`src/rtl/scl_gen_pkg.sv`:
```
package scl_gen_pkg;

    typedef enum logic {
        PH_LOW  = 1'b0,
        PH_HIGH = 1'b1
    } phase_e;

    typedef enum logic [1:0] {
        SEL_PSC  = 2'd0,
        SEL_LOW  = 2'd1,
        SEL_HIGH = 2'd2,
        SEL_NONE = 2'd3
    } wsel_e;

endpackage

```
`src/rtl/scl_cfg_regs.sv`:
```
module scl_cfg_regs
    import scl_gen_pkg::*;
#(
    parameter int REG_W = 16,
    parameter int PSC_W = 8,
    localparam int HALF_W = REG_W / 2
) (
    input  logic              clk,
    input  logic              rst_n,
    input  logic              wr_en,
    input  logic [1:0]        wr_sel,
    input  logic [REG_W-1:0]  wr_data,
    input  logic              hs_mode,
    output logic [PSC_W-1:0]  cfg_psc,
    output logic [HALF_W-1:0] cfg_lo,
    output logic [HALF_W-1:0] cfg_hi
);

    typedef struct packed {
        logic [PSC_W-1:0] psc;
        logic [REG_W-1:0] lo;
        logic [REG_W-1:0] hi;
    } regs_t;

    regs_t r_d, r_q;

    always_comb begin
        r_d = r_q;
        if (wr_en) begin
            case (wsel_e'(wr_sel))
                SEL_PSC:  r_d.psc = wr_data[PSC_W-1:0];
                SEL_LOW:  r_d.lo  = wr_data;
                SEL_HIGH: r_d.hi  = wr_data;
                default:  r_d     = r_q;
            endcase
        end
    end

    always_ff @(posedge clk or negedge rst_n) begin
        if (!rst_n) r_q <= '0;
        else        r_q <= r_d;
    end

    assign cfg_psc = r_q.psc;
    assign cfg_lo  = hs_mode ? r_q.lo[REG_W-1:HALF_W] : r_q.lo[HALF_W-1:0];
    assign cfg_hi  = hs_mode ? r_q.hi[REG_W-1:HALF_W] : r_q.hi[HALF_W-1:0];

endmodule

```
`src/rtl/scl_tick_div.sv`:
```
module scl_tick_div #(
    parameter int PSC_W = 8
) (
    input  logic             clk,
    input  logic             rst_n,
    input  logic             run,
    input  logic [PSC_W-1:0] psc,
    output logic             tick
);

    localparam logic [PSC_W-1:0] ONE = PSC_W'(1);

    logic [PSC_W-1:0] cnt_d, cnt_q;

    assign tick = run && (cnt_q == psc);

    always_comb begin
        if (!run || tick) cnt_d = '0;
        else              cnt_d = cnt_q + ONE;
    end

    always_ff @(posedge clk or negedge rst_n) begin
        if (!rst_n) cnt_q <= '0;
        else        cnt_q <= cnt_d;
    end

endmodule

```
`src/rtl/scl_phase_seq.sv`:
```
module scl_phase_seq
    import scl_gen_pkg::*;
#(
    parameter int HALF_W   = 8,
    parameter int PSC_W    = 8,
    parameter int LOW_OFS  = 7,
    parameter int HIGH_OFS = 5,
    localparam int TC_W    = HALF_W + 1
) (
    input  logic              clk,
    input  logic              rst_n,
    input  logic              en,
    input  logic              tick,
    input  logic [PSC_W-1:0]  cfg_psc,
    input  logic [HALF_W-1:0] cfg_lo,
    input  logic [HALF_W-1:0] cfg_hi,
    output logic              run,
    output logic [PSC_W-1:0]  psc_act,
    output logic              scl_low_req,
    output logic              low_start,
    output logic              high_start,
    output logic              mid_high
);

    localparam logic [TC_W-1:0] ONE = TC_W'(1);

    typedef struct packed {
        logic              run;
        phase_e            phase;
        logic [TC_W-1:0]   tcnt;
        logic [PSC_W-1:0]  psc_s;
        logic [HALF_W-1:0] lo_s;
        logic [HALF_W-1:0] hi_s;
        logic              ls;
        logic              hs;
        logic              mid;
    } seq_t;

    seq_t s_d, s_q;

    logic [TC_W-1:0] lo_len, hi_len, hi_half, cur_len, tcnt_inc;

    always_comb begin
        lo_len   = {1'b0, s_q.lo_s} + TC_W'(LOW_OFS);
        hi_len   = {1'b0, s_q.hi_s} + TC_W'(HIGH_OFS);
        hi_half  = hi_len >> 1;
        cur_len  = (s_q.phase == PH_LOW) ? lo_len : hi_len;
        tcnt_inc = s_q.tcnt + ONE;

        s_d     = s_q;
        s_d.ls  = 1'b0;
        s_d.hs  = 1'b0;
        s_d.mid = 1'b0;

        if (!en) begin
            s_d = '0;
        end else if (!s_q.run) begin
            s_d.run   = 1'b1;
            s_d.phase = PH_LOW;
            s_d.tcnt  = '0;
            s_d.psc_s = cfg_psc;
            s_d.lo_s  = cfg_lo;
            s_d.hi_s  = cfg_hi;
            s_d.ls    = 1'b1;
        end else if (tick) begin
            if (s_q.tcnt == cur_len - ONE) begin
                s_d.tcnt  = '0;
                s_d.psc_s = cfg_psc;
                s_d.lo_s  = cfg_lo;
                s_d.hi_s  = cfg_hi;
                if (s_q.phase == PH_LOW) begin
                    s_d.phase = PH_HIGH;
                    s_d.hs    = 1'b1;
                end else begin
                    s_d.phase = PH_LOW;
                    s_d.ls    = 1'b1;
                end
            end else begin
                s_d.tcnt = tcnt_inc;
                if (s_q.phase == PH_HIGH && tcnt_inc == hi_half)
                    s_d.mid = 1'b1;
            end
        end
    end

    always_ff @(posedge clk or negedge rst_n) begin
        if (!rst_n) s_q <= '0;
        else        s_q <= s_d;
    end

    assign run         = s_q.run;
    assign psc_act     = s_q.psc_s;
    assign scl_low_req = s_q.run && (s_q.phase == PH_LOW);
    assign low_start   = s_q.ls;
    assign high_start  = s_q.hs;
    assign mid_high    = s_q.mid;

endmodule

```
`src/rtl/scl_rate_gen.sv`:
```
module scl_rate_gen #(
    parameter int REG_W    = 16,
    parameter int PSC_W    = 8,
    parameter int LOW_OFS  = 7,
    parameter int HIGH_OFS = 5
) (
    input  logic             clk,
    input  logic             rst_n,
    input  logic             en,
    input  logic             hs_mode,
    input  logic             wr_en,
    input  logic [1:0]       wr_sel,
    input  logic [REG_W-1:0] wr_data,
    output logic             scl_low_req,
    output logic             low_start,
    output logic             high_start,
    output logic             mid_high
);

    localparam int HALF_W = REG_W / 2;

    logic [PSC_W-1:0]  cfg_psc, psc_act;
    logic [HALF_W-1:0] cfg_lo, cfg_hi;
    logic              run, tick;

    scl_cfg_regs #(.REG_W(REG_W), .PSC_W(PSC_W)) u_regs (
        .clk     (clk),
        .rst_n   (rst_n),
        .wr_en   (wr_en),
        .wr_sel  (wr_sel),
        .wr_data (wr_data),
        .hs_mode (hs_mode),
        .cfg_psc (cfg_psc),
        .cfg_lo  (cfg_lo),
        .cfg_hi  (cfg_hi)
    );

    scl_tick_div #(.PSC_W(PSC_W)) u_div (
        .clk   (clk),
        .rst_n (rst_n),
        .run   (run),
        .psc   (psc_act),
        .tick  (tick)
    );

    scl_phase_seq #(
        .HALF_W   (HALF_W),
        .PSC_W    (PSC_W),
        .LOW_OFS  (LOW_OFS),
        .HIGH_OFS (HIGH_OFS)
    ) u_seq (
        .clk         (clk),
        .rst_n       (rst_n),
        .en          (en),
        .tick        (tick),
        .cfg_psc     (cfg_psc),
        .cfg_lo      (cfg_lo),
        .cfg_hi      (cfg_hi),
        .run         (run),
        .psc_act     (psc_act),
        .scl_low_req (scl_low_req),
        .low_start   (low_start),
        .high_start  (high_start),
        .mid_high    (mid_high)
    );

endmodule

```
`config.mk`:
```
export PLATFORM = sky130hd
export DESIGN_NAME = scl_rate_gen
export DESIGN_NICKNAME = d
export VERILOG_FILES = /design/src/rtl/scl_gen_pkg.sv /design/src/rtl/scl_cfg_regs.sv /design/src/rtl/scl_tick_div.sv /design/src/rtl/scl_phase_seq.sv /design/src/rtl/scl_rate_gen.sv
export SDC_FILE = /design/constraint.sdc
export NUM_CORES = 1
export LEC_CHECK = 0
export BUFFER_PORTS_ARGS = -buffer_cell sky130_fd_sc_hd__buf_4
export CAP_MARGIN = 30
export CORE_AREA = 2 2 140 142
export CTS_CLUSTER_DIAMETER = 200
export CTS_CLUSTER_SIZE = 10
export DETAILED_ROUTE_END_ITERATION = 8
export DIE_AREA = 0 0 142 144
export HOLD_SLACK_MARGIN = 0.06
export PLACE_DENSITY_LB_ADDON = 0.12
export SLEW_MARGIN = 20
export SYNTH_ARGS = -nofsm -noshare
export SYNTH_HDL_FRONTEND = slang
export SYNTH_SLANG_ARGS = --single-unit
```
`constraint.sdc`:
```
create_clock -name clk -period 3.8 [get_ports clk]
set_clock_uncertainty 0.05 [all_clocks]
set_input_delay 0.95 -clock clk [delete_from_list [all_inputs] [get_ports clk]]
set_output_delay 0.95 -clock clk [all_outputs]
set_load 0.05 [all_outputs]
```
==> impl_summary.log, run 1 <==
[metrics] weighted congestion at the end of routability-driven global placement: 0.7718
[metrics] worst-case vdd ir drop: 0.2178 mV
[metrics] core region area: 19,080 um^2
[metrics] static power due to leakage: 2.349 nW
[metrics] cts repair resizes: 0
[metrics] wire per inst: 15.74 um
[metrics] total instance count after detailed placement: 689
[metrics] Num Clock Sinks: 86
[metrics] Worst-Margin Slew: 0.9031 ns
[metrics] Post-CTS Setup Repair Bufs: 0
[metrics] fraction of synthesized cell area taken by the top area cell type: 0.4587
[metrics] Clk Tree Root Cell: sky130_fd_sc_hd__clkbuf_16
[metrics] post-synth top area cell: sky130_fd_sc_hd__dfrtp_1
[metrics] buffers and inverters on the worst path: 0
[metrics] synthesized netlist cell count: 438
[metrics] Synth async-reset ratio: 1.000
[metrics] source-to-sink clock delay at the later pin of the worst-skew pair: 0.34 ns
[metrics] Tmin final: 3.420 ns
[metrics] count of input and output buffers: 26
[metrics] CTS tree: done
[metrics] clock buffer depth: 2
[metrics] warnings from Yosys: 0
[metrics] number of distinct library cell variants in the gate-level netlist after synthesis: 52
[metrics] Critical Path Max Stage Delay: 0.65 ns
[metrics] classification of the worst setup path: reg2reg
[metrics] count of TritonRoute iterations in the first routing pass: 4
[metrics] type of the tightest min-delay check: reg2reg
[metrics] power density over the cells: 445.0 nW/um^2
[metrics] total congestion overflow: 0
[metrics] wire length of the first global-routing pass: 18,260 um
[metrics] max-capacitance violation count: 0
[metrics] startpoint class of the critical path: flop
[metrics] final-report setup violation count: 0
[metrics] most used flip-flop cell after synthesis: sky130_fd_sc_hd__dfrtp_1
[metrics] H-tree levels: 3
[metrics] number of synthesized register bits: 86
[metrics] dpl hpwl: 8160 um
[metrics] final cell count without fillers: 701
[metrics] Clock Pin Slew Worst Setup and Hold Paths: 0.06 ns
[metrics] data arrival time of the critical path: 3.60 ns
[metrics] count of final max-slew check failures: 0
[metrics] Mapped Area: 4692 um^2
[metrics] floorplan die area: 20,450 um^2
[metrics] total via count after detailed routing: 3,268
[metrics] antenna-violating nets left: 0
[metrics] via count of the first global-routing pass: 3,433
[metrics] sequential fraction of the synthesis area: 0.4587
[metrics] final worst-path setup slack: 0.3798 ns
[metrics] die boundary height: 144 um
[metrics] critical path, cell by cell: ha_1 -> o21ai_1 -> mux2i_1 -> and2_1 -> o21ai_1 -> mux2_2 -> nor3_1 -> o31ai_2 -> o21ai_0 -> nor4_1
[metrics] synth top area cells: sky130_fd_sc_hd__dfrtp_1 46%, sky130_fd_sc_hd__mux2_2 14%, sky130_fd_sc_hd__mux2i_1 6.2%
[metrics] run status: completed
[metrics] Top Family by Delay on Critical Path: compound AO/OA/AOI/OAI gates
[metrics] largest net degree at the start of global routing: 60
[metrics] layout cell share with drive strength beyond 1: 0.2484
[metrics] number of rows in the core area: 51
[metrics] Horiz. Die Dim: 142 um
[metrics] # hold bufs at CTS: 0
[metrics] initial core utilization: 0.2459
[metrics] share of the clock period used by the worst path after layout: 0.9000
[metrics] setup repair after global routing missed its margin: no
[metrics] Achievable Freq: 292.4 MHz
[metrics] CP most frequent cell: sky130_fd_sc_hd__o21ai_1
[metrics] kind of end point of the critical path: flop
[metrics] endpoints failing hold: 0
[metrics] total wire length after detailed routing: 11,030 um
[metrics] DRC marker count from the first detailed-route iteration: 147
[metrics] final core occ: 0.2832
[metrics] EDFF count, synth: 0
[metrics] Vias per Instance: 4.662
[metrics] Area growth, synth to finish: 15.17%
[metrics] remaining design rule violation count: 0
[metrics] Syn Area/Cell: 10.71 um^2
[metrics] antenna violations before repair: 0
[metrics] cts bufs inserted: 9
[metrics] final-stage net count: 490
[metrics] Total Neg Setup Slack: 0 ns
[metrics] relative slew slack: 0.3961
[metrics] required time of the worst setup path: 3.98 ns
[metrics] DP Worst Slack: 0.3760 ns
[metrics] fill count: 1,971
[metrics] syn_nets: 466
[metrics] GR Util All Layers: 0.1170
[metrics] Top Ports: 27
[metrics] peak fanout along the critical path: 10
[metrics] slowest library cell on the worst path: sky130_fd_sc_hd__o31ai_2
[metrics] ant diodes: 0
## layout by cell type, fill, tap and decap left out, types with 2 or more instances in the layout
cell type | synthesis | final
sky130_fd_sc_hd__a21oi_1 | 7 | 7
sky130_fd_sc_hd__a31oi_1 | 2 | 2
sky130_fd_sc_hd__and2_1 | 3 | 3
sky130_fd_sc_hd__and3_1 | 4 | 4
sky130_fd_sc_hd__and4_1 | 3 | 3
sky130_fd_sc_hd__buf_4 | 0 | 32
sky130_fd_sc_hd__clkbuf_16 | 0 | 9
sky130_fd_sc_hd__dfrtp_1 | 86 | 86
sky130_fd_sc_hd__ha_1 | 5 | 5
sky130_fd_sc_hd__inv_1 | 8 | 8
sky130_fd_sc_hd__mux2_2 | 58 | 58
sky130_fd_sc_hd__mux2i_1 | 29 | 29
sky130_fd_sc_hd__nand2_1 | 63 | 63
sky130_fd_sc_hd__nand2b_1 | 4 | 4
sky130_fd_sc_hd__nand3_1 | 10 | 10
sky130_fd_sc_hd__nand3b_1 | 5 | 5
sky130_fd_sc_hd__nand4_1 | 4 | 4
sky130_fd_sc_hd__nor2_1 | 23 | 23
sky130_fd_sc_hd__nor2b_1 | 4 | 4
sky130_fd_sc_hd__nor3_1 | 5 | 5
sky130_fd_sc_hd__nor4_1 | 7 | 7
sky130_fd_sc_hd__o2111ai_1 | 2 | 2
sky130_fd_sc_hd__o21ai_0 | 10 | 10
sky130_fd_sc_hd__o21ai_1 | 2 | 2
sky130_fd_sc_hd__o221ai_1 | 4 | 4
sky130_fd_sc_hd__o22ai_1 | 2 | 2
sky130_fd_sc_hd__or2_2 | 3 | 3
sky130_fd_sc_hd__xnor2_1 | 15 | 15
sky130_fd_sc_hd__xor2_1 | 28 | 28
## layout make-up
cell class                      count  area [um^2]  share of cell area
Multi-Input combinational cell    323         2409              0.4457
Clock inverter                      2        12.51            0.002315
Sequential cell                    86         2152              0.3982
Inverter                            9        33.78            0.006251
Timing Repair Buffer               33        260.3             0.04816
Tap cell                          238        297.8             0.05511
Clock buffer                       10        239.0             0.04422
## state kept, by name, summed over array words and instances, names as in the netlist
| register | cells |
|---|---|
| u_regs.r_q | 32 |
| u_seq.s_q | 26 |
| u_div.cnt_q | 8 |
| u_regs.cfg_psc | 8 |
| u_seq.psc_act | 8 |
| u_seq.high_start | 1 |
| u_seq.low_start | 1 |
| u_seq.mid_high | 1 |
| u_seq.run | 1 |
## routing by layer
layer	part of all wire	GRT usage	routed length, um	up-vias
li1	-	-	-	1579
met1	0.47	0.1496	5192	1625
met2	0.48	0.1920	5281	48
met3	0.028	0.02351	309	16
met4	0.023	0.05211	250	0
met5	0	0	0	-
## stage by stage
| stage | hold WS, ns | power (W) | area [um^2] |
|---|---|---|---|
| floorplan | 0.4237 | 0.001485 | 4692 |
| global placement | 0.4334 | 0.001636 | 5152 |
| global route | 0.4643 | 0.002562 | 5404 |
| detailed placement | 0.4392 | 0.001644 | 5152 |
| finish | 0.4480 | 0.002405 | 5404 |
| CTS | 0.4526 | 0.002447 | 5404 |
## Yosys cell counts (2+ instances only)
library cell,number
sky130_fd_sc_hd__clkbuf_1,16
sky130_fd_sc_hd__buf_6,3
sky130_fd_sc_hd__inv_1,8
sky130_fd_sc_hd__a21oi_1,7
sky130_fd_sc_hd__mux2_2,58
sky130_fd_sc_hd__nand3_1,10
sky130_fd_sc_hd__o221ai_1,4
sky130_fd_sc_hd__o21ai_0,10
sky130_fd_sc_hd__mux2i_1,29
sky130_fd_sc_hd__nand4_1,4
sky130_fd_sc_hd__nor4_1,7
sky130_fd_sc_hd__o21ai_1,2
sky130_fd_sc_hd__nand2_1,63
sky130_fd_sc_hd__o2111ai_1,2
sky130_fd_sc_hd__or2_2,3
sky130_fd_sc_hd__and4_1,3
sky130_fd_sc_hd__nor2_1,23
sky130_fd_sc_hd__a31oi_1,2
sky130_fd_sc_hd__nand3b_1,5
sky130_fd_sc_hd__xor2_1,28
sky130_fd_sc_hd__and3_1,4
sky130_fd_sc_hd__nand2b_1,4
sky130_fd_sc_hd__xnor2_1,15
sky130_fd_sc_hd__nor3_1,5
sky130_fd_sc_hd__o22ai_1,2
sky130_fd_sc_hd__nor2b_1,4
sky130_fd_sc_hd__and2_1,3
sky130_fd_sc_hd__dfrtp_1,86
sky130_fd_sc_hd__ha_1,5
## power breakdown
part           leakage, nW  internal, W  switching [W]
clock network        0.122     0.000445       0.000343
logic                 1.13     0.000238       0.000250
registers             1.10      0.00104      0.0000930
total                 2.35      0.00172       0.000687
## worst paths after layout
check	slack [ns]	from	end	cells past startpoint
setup / recovery	0.38	u_seq.s_q[3]	u_seq.mid_high	10
hold / removal	0.45	u_regs.r_q[7]	u_regs.r_q[7]	1
setup reg to reg	0.38	u_seq.s_q[3]	u_seq.mid_high	10
hold reg to reg	0.45	u_regs.r_q[7]	u_regs.r_q[7]	1
max in group asynchronous	2.31	rst_n	u_div.cnt_q[5]	2
min in group asynchronous	0.64	rst_n	u_seq.s_q[16]	1
## logic make-up (layout without fill, tap and decap cells)
group	count (synthesis)	after routing	share of synthesized area
buffers and inverters	29	54	0.02800
and+or+nand+nor	143	143	0.1472
DFF	86	86	0.4587
muxes	87	87	0.2011
adders and majority gates	5	5	0.01333
xor gates and xnor gates	43	43	0.08027
AOI/OAI and AO/OA	45	45	0.07147
(Power assumes the default switching activity.)
==> run 2: changes to the inputs <==
--- a/config.mk
+++ b/config.mk
@@ -13,7 +13,7 @@
 export DETAILED_ROUTE_END_ITERATION = 8
 export DIE_AREA = 0 0 142 144
 export HOLD_SLACK_MARGIN = 0.06
-export PLACE_DENSITY_LB_ADDON = 0.12
+export PLACE_DENSITY = 0.36
 export SLEW_MARGIN = 20
 export SYNTH_ARGS = -nofsm -noshare
 export SYNTH_HDL_FRONTEND = slang
==> impl_summary.log, run 2 (synthesis gave the netlist of run 1 again) <==
[metrics] Vias per Instance: 4.623
[metrics] ant diodes: 0
[metrics] startpoint of the worst register-to-register path: u_seq.s_q[3]
[metrics] most frequent standard cell in the layout excluding fill and tap cells: sky130_fd_sc_hd__dfrtp_1
[metrics] CTS tree: done
[metrics] DP Worst Slack: 0.4238 ns
[metrics] classification of the worst setup path: reg2reg
[metrics] largest registers ranked by flip-flop count: u_regs.r_q x32, u_seq.s_q x26
[metrics] die boundary height: 144 um
[metrics] floorplan die area: 20,450 um^2
[metrics] cts repair resizes: 0
[metrics] cts bufs inserted: 9
[metrics] peak fanout along the critical path: 26
[metrics] GR Util All Layers: 0.1202
[metrics] final-stage net count: 491
[metrics] wire length of the first global-routing pass: 18,620 um
[metrics] Post-CTS Setup Repair Bufs: 0
[metrics] largest net degree at the start of global routing: 54
[metrics] RR Endpoint: u_seq.s_q[36]
[metrics] core region area: 19,080 um^2
[metrics] # hold bufs at CTS: 0
[metrics] run status: completed
[metrics] number of rows in the core area: 51
[metrics] required time of the worst setup path: 3.99 ns
[metrics] final worst-path setup slack: 0.4208 ns
[metrics] type of the tightest min-delay check: reg2reg
[metrics] Area growth, synth to finish: 16.35%
[metrics] dpl hpwl: 8304 um
[metrics] FF-to-FF path depth: 11
[metrics] max reg flops: 32
[metrics] wire per inst: 16.17 um
[metrics] count of TritonRoute iterations in the first routing pass: 4
[metrics] share of the clock period used by the worst path after layout: 0.8893
[metrics] Achievable Freq: 295.9 MHz
[metrics] static power due to leakage: 2.372 nW
[metrics] endpoints failing hold: 0
[metrics] hold depth: 1
[metrics] initial core utilization: 0.2459
[metrics] H-tree levels: 3
[metrics] total instance count after detailed placement: 689
[metrics] count of final max-slew check failures: 0
[metrics] kind of end point of the critical path: flop
[metrics] total congestion overflow: 0
[metrics] power density over the cells: 456.0 nW/um^2
[metrics] antenna-violating nets left: 0
[metrics] max-capacitance violation count: 0
[metrics] Tmin final: 3.379 ns
[metrics] Clk Tree Root Cell: sky130_fd_sc_hd__clkbuf_16
[metrics] via count of the first global-routing pass: 3,410
[metrics] final cell count without fillers: 706
[metrics] total via count after detailed routing: 3,264
[metrics] weighted congestion at the end of routability-driven global placement: 0.7928
[metrics] register bank with the most flops: u_regs.r_q
[metrics] Total Neg Setup Slack: 0 ns
[metrics] antenna violations before repair: 0
[metrics] startpoint class of the critical path: flop
[metrics] hold path start: u_regs.r_q[0]
[metrics] Num Clock Sinks: 86
[metrics] relative slew slack: 0.4167
[metrics] setup repair after global routing missed its margin: no
[metrics] DRC marker count from the first detailed-route iteration: 108
[metrics] clock buffer depth: 2
[metrics] highest-count cells in the layout ignoring fill and taps: 86 x sky130_fd_sc_hd__dfrtp_1, 63 x sky130_fd_sc_hd__nand2_1, 58 x sky130_fd_sc_hd__mux2_2
[metrics] remaining design rule violation count: 0
[metrics] Top Ports: 27
[metrics] Hold Path End: u_regs.r_q[0]
[metrics] total wire length after detailed routing: 11,410 um
[metrics] data arrival time of the critical path: 3.56 ns
[metrics] layout cell share with drive strength beyond 1: 0.2564
[metrics] Horiz. Die Dim: 142 um
[metrics] final-report setup violation count: 0
[metrics] Worst-Margin Slew: 0.8723 ns
[metrics] source-to-sink clock delay at the later pin of the worst-skew pair: 0.34 ns
[metrics] R2R Setup Slk: 0.42 ns
[metrics] count of input and output buffers: 26
[metrics] Fin Hold WS: 0.4533 ns
[metrics] Clock Pin Slew Worst Setup and Hold Paths: 0.07 ns
[metrics] worst-case vdd ir drop: 0.1986 mV
-- run 2: critical path, cell delays in order (launching register included) --
cell and delay [ns]:
sky130_fd_sc_hd__dfrtp_1 0.43, sky130_fd_sc_hd__ha_1 0.27, sky130_fd_sc_hd__o21ai_1 0.25, sky130_fd_sc_hd__mux2i_1 0.16
sky130_fd_sc_hd__or4_4 0.45, sky130_fd_sc_hd__a21oi_2 0.17, sky130_fd_sc_hd__o21ai_2 0.10, sky130_fd_sc_hd__a2111oi_4 0.37
sky130_fd_sc_hd__o31ai_2 0.23, sky130_fd_sc_hd__o31a_1 0.38, sky130_fd_sc_hd__buf_12 0.19, sky130_fd_sc_hd__a31o_1 0.22
-- run 2: metrics by stage --
stage	cell area [um^2]	total power (W)	utilization
2_1_floorplan	4692	0.001485	-
3_5_place_dp	5152	0.001641	0.2701
4_1_cts	5444	0.002530	0.2853
3_3_place_gp	5152	0.001637	0.2701
6_report	5459	0.002489	0.2861
5_1_grt	5459	0.002639	0.2861
-- run 2: cell type report --
class,instances,area (um^2)
multi-input cells,323,2409
fillers,1983,13620
clock buffers,10,239.0
clock inverters,6,52.55
repair buffers,34,275.3
well taps,238,297.8
inverters,9,33.78
flip-flops and latches,86,2152
-- run 2: worst max path at each step --
| stage | cells past startpoint | endpoint | start | slack, ns |
|---|---|---|---|---|
| after floorplan | 13 | u_seq.low_start | u_seq.s_q[11] | 0.72 |
| after global placement | 12 | u_seq.s_q[36] | u_seq.s_q[11] | 0.44 |
| after detailed placement | 11 | u_seq.s_q[36] | u_seq.s_q[3] | 0.42 |
| after CTS | 11 | u_seq.s_q[36] | u_seq.s_q[3] | 0.39 |
| after global routing | 12 | u_seq.s_q[12] | u_seq.s_q[11] | 0.15 |
| final | 11 | u_seq.s_q[36] | u_seq.s_q[3] | 0.42 |
-- run 2: where the power goes --
group	total (W)	switching [W]	internal (W)
Clock	0.000873	0.000401	0.000472
Sequential	0.00113	0.0000919	0.00103
Combinational	0.000489	0.000251	0.000238
-- run 2: layer usage --
layer  GRT usage  share of wire
met5           0              0
met4     0.04263          0.012
met3     0.02285          0.031
met2      0.2042           0.49
met1      0.1533           0.47
==> run 3: changes to the inputs <==
--- a/config.mk
+++ b/config.mk
@@ -7,13 +7,14 @@
 export LEC_CHECK = 0
 export BUFFER_PORTS_ARGS = -buffer_cell sky130_fd_sc_hd__buf_4
 export CAP_MARGIN = 30
-export CORE_AREA = 2 2 140 142
+export CORE_AREA = 2 2 162 124
 export CTS_CLUSTER_DIAMETER = 200
 export CTS_CLUSTER_SIZE = 10
 export DETAILED_ROUTE_END_ITERATION = 8
-export DIE_AREA = 0 0 142 144
+export DIE_AREA = 0 0 164 126
 export HOLD_SLACK_MARGIN = 0.06
 export PLACE_DENSITY = 0.36
+export REMOVE_ABC_BUFFERS = 1
 export SLEW_MARGIN = 20
 export SYNTH_ARGS = -nofsm -noshare
 export SYNTH_HDL_FRONTEND = slang
==> impl_summary.log, run 3 (synthesis gave the netlist of run 1 again) <==
[metrics] source-to-sink clock delay at the later pin of the worst-skew pair: 0.35 ns
[metrics] core region area: 19,100 um^2
[metrics] startpoint class of the critical path: flop
[metrics] data arrival time of the critical path: 3.56 ns
[metrics] total via count after detailed routing: 3,317
[metrics] endpoints failing hold: 0
[metrics] setup repair after global routing missed its margin: no
[metrics] Clock Pin Slew Worst Setup and Hold Paths: 0.07 ns
[metrics] count of final max-slew check failures: 0
[metrics] run status: completed
[metrics] hold path start: u_regs.r_q[0]
[metrics] sw power: 0.0007502 W
[metrics] relative slew slack: 0.5903
[metrics] share of the clock period used by the worst path after layout: 0.8855
[metrics] cts repair resizes: 0
[metrics] count of input and output buffers: 26
[metrics] R2R Setup Slk: 0.44 ns
[metrics] total congestion overflow: 0
[metrics] number of rows in the core area: 44
[metrics] max-capacitance violation count: 0
[metrics] RR Endpoint: u_seq.s_q[36]
[metrics] storage element area: 2152 um^2
[metrics] DRC marker count from the first detailed-route iteration: 180
[metrics] worst-case vdd ir drop: 0.1990 mV
[metrics] layout cell share with drive strength beyond 1: 0.2574
[metrics] Clk network pwr share: 0.351
[metrics] floorplan die area: 20,660 um^2
[metrics] antenna violations before repair: 2
[metrics] max reg flops: 32
[metrics] internal cell power: 0.001758 W
[metrics] largest registers ranked by flip-flop count: u_regs.r_q x32, u_seq.s_q x26
[metrics] # hold bufs at CTS: 0
[metrics] final-report setup violation count: 0
[metrics] remaining design rule violation count: 0
[metrics] highest-count cells in the layout ignoring fill and taps: 86 x sky130_fd_sc_hd__dfrtp_1, 63 x sky130_fd_sc_hd__nand2_1, 58 x sky130_fd_sc_hd__mux2_2
[metrics] Hold Path End: u_regs.r_q[0]
[metrics] CTS tree: done
[metrics] Worst-Margin Slew: 0.6146 ns
[metrics] clock buffer depth: 2
[metrics] power density over the cells: 457.0 nW/um^2
[metrics] FF-to-FF path depth: 11
[metrics] final core occ: 0.2873
[metrics] antenna-violating nets left: 0
[metrics] via count of the first global-routing pass: 3,546
[metrics] static power due to leakage: 2.382 nW
[metrics] GR Util All Layers: 0.1247
[metrics] cts bufs inserted: 9
[metrics] classification of the worst setup path: reg2reg
[metrics] Achievable Freq: 297.2 MHz
[metrics] die boundary height: 126 um
[metrics] count of TritonRoute iterations in the first routing pass: 5
[metrics] Vias per Instance: 4.588
[metrics] Num Clock Sinks: 86
[metrics] largest net degree at the start of global routing: 54
[metrics] initial core utilization: 0.2456
[metrics] Tmin final: 3.365 ns
[metrics] kind of end point of the critical path: flop
[metrics] dpl hpwl: 8494 um
[metrics] peak fanout along the critical path: 26
[metrics] type of the tightest min-delay check: reg2reg
[metrics] Horiz. Die Dim: 164 um
[metrics] H-tree levels: 3
[metrics] fill count: 2,005
[metrics] Top Ports: 27
[metrics] final-stage net count: 493
[metrics] hold depth: 1
[metrics] Comb power frac: 0.198
[metrics] share of total power in sequential cells: 0.451
[metrics] Total Neg Setup Slack: 0 ns
[metrics] ant diodes: 0
[metrics] Clk Tree Root Cell: sky130_fd_sc_hd__clkbuf_16
[metrics] Post-CTS Setup Repair Bufs: 0
[metrics] weighted congestion at the end of routability-driven global placement: 0.7665
[metrics] most frequent standard cell in the layout excluding fill and tap cells: sky130_fd_sc_hd__dfrtp_1
[metrics] required time of the worst setup path: 3.99 ns
[metrics] Area growth, synth to finish: 16.96%
[metrics] total wire length after detailed routing: 11,840 um
[metrics] wire per inst: 16.37 um
[metrics] wire length of the first global-routing pass: 19,750 um
[metrics] net switching fraction of the power: 0.2991
[metrics] startpoint of the worst register-to-register path: u_seq.s_q[3]
[metrics] register bank with the most flops: u_regs.r_q
[metrics] multi-input gate area in the final layout: 2409 um^2
==> run 3: changes by cell type in the layout (fill, tap and decap cells not counted) <==
cell,delta
sky130_fd_sc_hd__buf_4,+1
sky130_fd_sc_hd__buf_6,+2
sky130_fd_sc_hd__buf_8,-1
sky130_fd_sc_hd__clkbuf_1,+1
sky130_fd_sc_hd__clkbuf_8,+1
sky130_fd_sc_hd__clkinv_2,+1
sky130_fd_sc_hd__clkinvlp_4,-1
sky130_fd_sc_hd__inv_6,-1
sky130_fd_sc_hd__inv_8,-1
==> run 3: power by group through the flow <==
| stage | sequential (W) | combinational (W) | clock (W) |
|---|---|---|---|
| floorplan | 0.00112 | 0.000352 | 0 |
| global placement | 0.00115 | 0.000497 | 0 |
| detailed placement | 0.00115 | 0.000501 | 0 |
| CTS | 0.00113 | 0.000504 | 0.000917 |
| global route | 0.00115 | 0.000555 | 0.000952 |
| finish | 0.00113 | 0.000495 | 0.000881 |
==> run 3: critical path, stage by stage (launching register included) <==
cell and delay, ns:
sky130_fd_sc_hd__dfrtp_1 0.44, sky130_fd_sc_hd__ha_1 0.29, sky130_fd_sc_hd__o21ai_1 0.24, sky130_fd_sc_hd__mux2i_1 0.16, sky130_fd_sc_hd__or4_4 0.45, sky130_fd_sc_hd__a21oi_2 0.16
sky130_fd_sc_hd__o21ai_2 0.09, sky130_fd_sc_hd__a2111oi_4 0.38, sky130_fd_sc_hd__o31ai_2 0.21, sky130_fd_sc_hd__o31a_1 0.37, sky130_fd_sc_hd__buf_12 0.19, sky130_fd_sc_hd__a31o_1 0.23
==> run 3: worst max-delay path by stage <==
stage	start	endpoint	slack, ns	cells after the start
6_report	u_seq.s_q[3]	u_seq.s_q[36]	0.44	11
2_1_floorplan	u_seq.s_q[11]	u_seq.psc_act[0]	0.24	10
4_1_cts	u_seq.s_q[3]	u_seq.s_q[36]	0.40	11
3_3_place_gp	u_seq.s_q[3]	u_seq.s_q[36]	0.48	11
3_5_place_dp	u_seq.s_q[3]	u_seq.s_q[36]	0.41	11
5_1_grt	u_seq.s_q[3]	u_seq.mid_high	0.12	10
==> run 3: cell type report <==
cell class | count | area share
multi-input combinational | 323 | 0.4389
sequential | 86 | 0.3922
tap | 253 | 0.05768
timing repair buffer | 36 | 0.05290
clock buffer | 12 | 0.04674
inverter | 9 | 0.006156
clock inverter | 4 | 0.005472
==> run 3: stage by stage <==
step	area (um^2)	total power [W]	hold WS, ns	setup WS (ns)	instances
6_report	5488	0.002508	0.4529	0.4352	723
5_1_grt	5488	0.002658	0.4704	0.1197	723
4_1_cts	5465	0.002554	0.4577	0.3973	721
3_5_place_dp	5179	0.001651	0.4423	0.4122	705
3_3_place_gp	5179	0.001643	0.4326	0.4788	705
2_1_floorplan	4594	0.001468	0.4238	0.2404	418
==> run 3: metal layers <==
layer	GRT usage	up-vias	wire, um
met5	0	-	0
li1	-	1600	-
met2	0.1856	47	5129
met1	0.1796	1656	6118
met4	0.03922	0	168
met3	0.02767	14	420
